`src/rtl/sync_burst_sram.sv`:
```
module sync_burst_sram #(
  parameter int ADDR_W = 6,
  parameter int BYTES  = 8
) (
  input  logic                 clk,
  input  logic                 rst_n,
  input  logic                 order_sel,
  input  logic                 snooze,
  input  logic                 proc_as_n,
  input  logic                 ctrl_as_n,
  input  logic                 chip_en_n,
  input  logic                 adv_n,
  input  logic                 all_we_n,
  input  logic [BYTES-1:0]     byte_we_n,
  input  logic [ADDR_W-1:0]    addr,
  input  logic [8*BYTES-1:0]   wr_data,
  output logic [8*BYTES-1:0]   rd_data,
  output logic                 rd_en
);
  localparam int DATA_W = 8 * BYTES;
  localparam int DEPTH  = 1 << ADDR_W;

  logic [DATA_W-1:0] mem [DEPTH];
  logic [ADDR_W-1:0] base_q;
  logic [1:0]        cnt_q;
  logic              active_q, rd_q, oe_q;
  logic [DATA_W-1:0] dout_q;

  function automatic logic [1:0] beat_lo(input logic [1:0] s, input logic [1:0] c, input logic il);
    return il ? (s ^ c) : (s + c);
  endfunction

  wire proc_go = !proc_as_n && !chip_en_n;
  wire ctrl_go = !proc_go && !ctrl_as_n;
  wire desel   = ctrl_go && chip_en_n;
  wire load    = proc_go || (ctrl_go && !chip_en_n);
  wire live    = load || (active_q && !desel);

  wire [1:0]        cnt_nx  = load ? 2'd0 : (active_q && !adv_n) ? cnt_q + 2'd1 : cnt_q;
  wire [ADDR_W-1:0] base_nx = load ? addr : base_q;
  wire [ADDR_W-1:0] eff     = {base_nx[ADDR_W-1:2], beat_lo(base_nx[1:0], cnt_nx, order_sel)};
  wire [ADDR_W-1:0] cur     = {base_q[ADDR_W-1:2], beat_lo(base_q[1:0], cnt_q, order_sel)};

  wire [BYTES-1:0] wmask    = all_we_n ? ~byte_we_n : {BYTES{1'b1}};
  wire             do_write = live && !proc_go && (|wmask);

  always_ff @(posedge clk) begin
    if (!snooze && do_write) begin
      for (int b = 0; b < BYTES; b++) begin
        if (wmask[b]) mem[eff][8*b +: 8] <= wr_data[8*b +: 8];
      end
    end
  end

  always_ff @(posedge clk or negedge rst_n) begin
    if (!rst_n) begin
      base_q   <= '0;
      cnt_q    <= '0;
      active_q <= 1'b0;
      rd_q     <= 1'b0;
      oe_q     <= 1'b0;
      dout_q   <= '0;
    end else if (snooze) begin
      rd_q <= 1'b0;
      oe_q <= 1'b0;
    end else begin
      base_q   <= base_nx;
      cnt_q    <= cnt_nx;
      active_q <= desel ? 1'b0 : (load ? 1'b1 : active_q);
      rd_q     <= live && !do_write;
      oe_q     <= rd_q;
      dout_q   <= mem[cur];
    end
  end

  assign rd_en   = oe_q && !snooze;
  assign rd_data = rd_en ? dout_q : '0;
endmodule


```
`config.mk`:
```
export PLATFORM = sky130hd
export DESIGN_NAME = sync_burst_sram
export DESIGN_NICKNAME = d
export VERILOG_FILES = /design/src/rtl/sync_burst_sram.sv
export SDC_FILE = /design/constraint.sdc
export NUM_CORES = 2
export LEC_CHECK = 0
export BUFFER_PORTS_ARGS = -buffer_cell sky130_fd_sc_hd__buf_2
export CORE_MARGIN = 2
export CORE_UTILIZATION = 46
export DETAILED_ROUTE_END_ITERATION = 6
export GPL_TIMING_DRIVEN = 1
export PLACE_DENSITY = 0.6
export SYNTH_ARGS = -nofsm -noshare
export SYNTH_HDL_FRONTEND = slang
export SYNTH_SLANG_ARGS = --single-unit
```
`constraint.sdc`:
```
create_clock -name clk -period 8.8 [get_ports clk]
set_input_delay 1.32 -clock clk [delete_from_list [all_inputs] [get_ports clk]]
set_output_delay 1.32 -clock clk [all_outputs]
set_load 0.01 [all_outputs]
```
# [Word level (Yosys, flattened, before mapping)]
# Memories as Yosys holds them, arrays and structs flattened. A register that Yosys moved wholly into a read port is not among the register bits.
# Index checks and enable logic that the tools add are counted.
# Widths: inputs -> output; s select.
[op_classes] add_sub_neg=3 n_mux=35 n_bitwise=4 reduce_logical=26
[op_table] operator="$mux 64" count=1
[op_table] operator="$mux 1" count=28
[op_table] operator="$logic_and 1x1->1" count=11
[op_table] operator="$logic_not 1->1" count=10
[op_table] operator="$mux 2" count=4
[op_table] operator="$mux 8" count=1
[op_table] operator="$not 8->8" count=1
[op_table] operator="$reduce_or 8->1" count=1
[op_table] operator="$mux 6" count=1
[op_table] operator="$add 2x2->2" count=2
[op_table] operator="$xor 2x2->2" count=2
[op_table] operator="$add 2x1->2 const B" count=1
[op_table] operator="$logic_or 1x1->1" count=2
[op_table] operator="$reduce_and 2->1" count=1
[op_table] operator="$reduce_bool 2->1" count=1
[op_table] operator="$not 1->1" count=1
[totals] regBits=11 ram_bits=4096 in_bits=87 output_inout_bits=65 n_memories=1
[memory_table] name="mem" words=64 width=64 rd=1 rd_clocked_by_memory_dff=1 wr=1 line_no="23" source="logic [DATA_W-1:0] mem [DEPTH];"

# [Depth between registers and ports, before layout]
[logic_depth] depth_word=13 depth_mapped=14 ltp_nobuf=9

# [Least setup slack after synthesis]
# Ideal clock, no wire load.
[synth_timing] path_type="input to register" startpoint="input ctrl_as_n" endpoint="memory mem[12][0] (netlist name), enable pin" setup_ns=0.371 arrival_ns=3.495 t_required_ns=8.429 slack_ns=4.935 path_stages=10 cell_sequence="a21oi_1 clkbuf_1 nand2_1 nand2_1 ha_1 nand2b_1 xor2_1 nor3_1 nand2_1 nor2_1"
[synth_between] word_cells_on_any_way=18
[synth_rtl] item="start, declared" line_no="10" source="input logic ctrl_as_n,"
[synth_rtl] item="$logic_not 1->1 *" line_no="34" source="wire ctrl_go = !proc_go && !ctrl_as_n;"
[synth_rtl] item="$logic_and 1x1->1 *" line_no="34"
[synth_rtl] item="$logic_and 1x1->1 *" line_no="36" source="wire load = proc_go || (ctrl_go && !chip_en_n);"
[synth_rtl] item="$logic_or 1x1->1 *" line_no="36"
[synth_rtl] item="$mux 6 *" line_no="40" source="wire [ADDR_W-1:0] base_nx = load ? addr : base_q;"
[synth_rtl] item="via base_nx[0]" line_no="40"
[synth_rtl] item="$add 2x2->2 / $xor 2x2->2 (equally long branches)" line_no="30" source="return il ? (s ^ c) : (s + c);"
[synth_rtl] item="$mux 2 *" line_no="30"
[synth_rtl] item="end, declared" line_no="23"
# Mark *: on every way through the listed nets, which the timed path passes. The rest lies on a longest branch.

# [Final worst setup path]
[layout_timing] startpoint="input ctrl_as_n" endpoint="memory mem[36][53] (netlist name), enable pin"
# The elaborated chain is that of the path after synthesis.

==> metrics <==
run status finished, violations left; failing checks design-rule violations, max-capacitance violations, max-slew violations; Chip Width 602 um; # Post-CTS Setup Buffers 0; Worst Tran Pin Value 1.53 ns; placeable core area 356000 um2; Root Buffer clkbuf_16; GRT overflow 0; Initial Utilization 46.2%; Residual DRC 8; final antenna-violating net count 0; Synth top cells by count edfxtp_1, nand2_1, nor2_1; clk slew on worst S/H paths 0.06 ns; IO Port Bufs 151; Sink Count 4171; synthesized flop and latch total 4171; Total Routing Usage GR 29.6%; synthesized area 164000 um2; post-CTS sizing 0; CP arrival 6.34 ns; uppermost layer routed met5; DR iter-0 viols 14700; peak supply drop 0.196 mV; CTS hold repair buffers 0; power per cell area 270 nW/um2; initial antenna violation count 68; data required time of the worst path 9.39 ns; final hold vios 0; P&R area growth vs syn 12.6%; post-synth net total 9422; io pins 152; total number of vias 94600; area taken by multi-input logic gates 37500 um2; critical setup path kind input port to flip-flop; synthesized area per cell 17.6 um2; largest net degree at the start of global routing 156; most common cell in the netlist edfxtp_1; Syn. warnings 0; Slew Limit Fails 5; static leakage 59.1 nW; Worst setup SP type input port; row cnt 219; Post-synth EDFFs 4096; Hold Path Class input port to async pin; Synth top area share 74.8%; Yosys top cell by area edfxtp_1; metal1 wirelength 199 mm; Nets 9665; final core utilization 52.0%; buffer depth of the longest clock path 4; final worst path period need 5.75 ns; Rel. slew slack -2.47%; die area 362000 um2; Yosys cell types 61; largest fanout on the critical path 11; first-pass GRT wire length 743 mm; DR WL met3 64.0 mm; WL final 544 mm; RSZ-0062 raised after global routing false; Fin Setup TNS 0 ns; max-cap viol count 2; CTS Buf Count 423; Tcrit/Tclk final 65.4%; endpoints failing setup 0; share of cells above drive strength 1 18.5%; post-DR wirelength/cell 36.9 um; Fmax 174 MHz; Synth Instances 9333; DPL Wire Length 330 mm; clk_skew 0.0603 ns; sequential standard cell area 125000 um2; H-Tree Depth 5; number of global-route vias before repair 90700; dominant cells by area after synthesis edfxtp_1, mux4_2, mux2i_1; sequential share of the synthesized area 75.9%; Placer Congestion 0.912; vias per std cell 6.42; Synth Flop Type edfxtp_1; # fillers 28200; TritonCTS clock tree built; Post-synth ARST share 1.80%; Crit. End Element flip-flop; 1st-pass router iterations 7; Met2 Wirelength 246 mm; Tot Pwr 49.9 mW; Die Y-Extent 602 um; Clock Latency Late Sink 1.00 ns
[routing by layer]
metal	global-route usage, %	vias to the layer above
li1	-	37800
met1	39.1	49100
met2	44.5	6432
met3	8.04	1237
met4	17.0	30
met5	0.357	-
[critical path, stage by stage]
cell	delay, ns
buf_2	0.13
a21oi_1	1.05
nand2_1	0.17
nand2_1	0.13
ha_1	0.16
nand2b_1	0.10
xor2_1	0.23
nor3_1	0.90
nand2_1	0.98
buf_4	0.55
nor2_1	0.59
[final timing paths]
kind	depth (start not counted)	from	slack (ns)	to
setup / recovery	11	ctrl_as_n	3.05	mem[36][53]
hold / removal	1	rst_n	0.39	dout_q[46]
setup reg to reg	11	cnt_q[1]	3.11	dout_q[13]
hold reg to reg	1	rd_q	0.48	oe_q
max in group asynchronous	2	rst_n	7.18	dout_q[57]
min in group clk	1	rd_q	0.48	oe_q
[area by class of cell]
type / instances / share of cell area (%)
clock inverters: 259 / 1.30
well taps: 4751 / 3.21
flip-flops and latches: 4171 / 67.5
clock buffers: 523 / 6.05
inverters: 17 / 0.0439
repair buffers: 407 / 1.59
multi-input cells: 4556 / 20.3
diodes: 60 / 0.0811
[placed cells by master (no fill, tap or decap), types with 175 or more instances in the layout]
| cell type | instances |
|---|---|
| a21oi_1 | 238 |
| mux2i_1 | 519 |
| nand3_1 | 175 |
| mux4_2 | 667 |
| nand2_1 | 1028 |
| nor3_1 | 177 |
| clkbuf_16 | 430 |
| edfxtp_1 | 4096 |
| nor2_1 | 704 |
| buf_4 | 236 |
[power breakdown]
part	internal, mW	total [mW]	leakage, nW	switching [mW]
Combinational	3.26	9.53	14.8	6.27
Sequential	22.0	22.5	37.7	0.495
Clock	10.2	17.9	6.67	7.66
[kinds of logic after synthesis]
group	share of synthesized area, %
buffers and inverters	1.53
AND/OR/NAND/NOR	5.80
AO/OA/AOI/OAI	4.20
multiplexers	12.5
flip-flops	75.9
XOR/XNOR	0.0472
adder cells (fa/ha/maj)	0.0152
[state kept, by name, summed over array words and instances, names as in the netlist]
register	cells
active_q	1
base_q	6
cnt_q	2
dout_q	64
mem	4096
oe_q	1
rd_q	1
[per-stage QoR]
stage	hold WS [ns]	setup slack [ns]	std cells	instance area [um2]
detailed placement	0.474	2.22	13900	171000
global route	0.394	3.04	14700	185000
global placement	0.473	2.15	13900	171000
finish	0.393	3.05	14700	185000
floorplan	0.439	4.93	9333	164000
CTS	0.387	3.25	14700	185000
(Power assumes the default switching activity.)
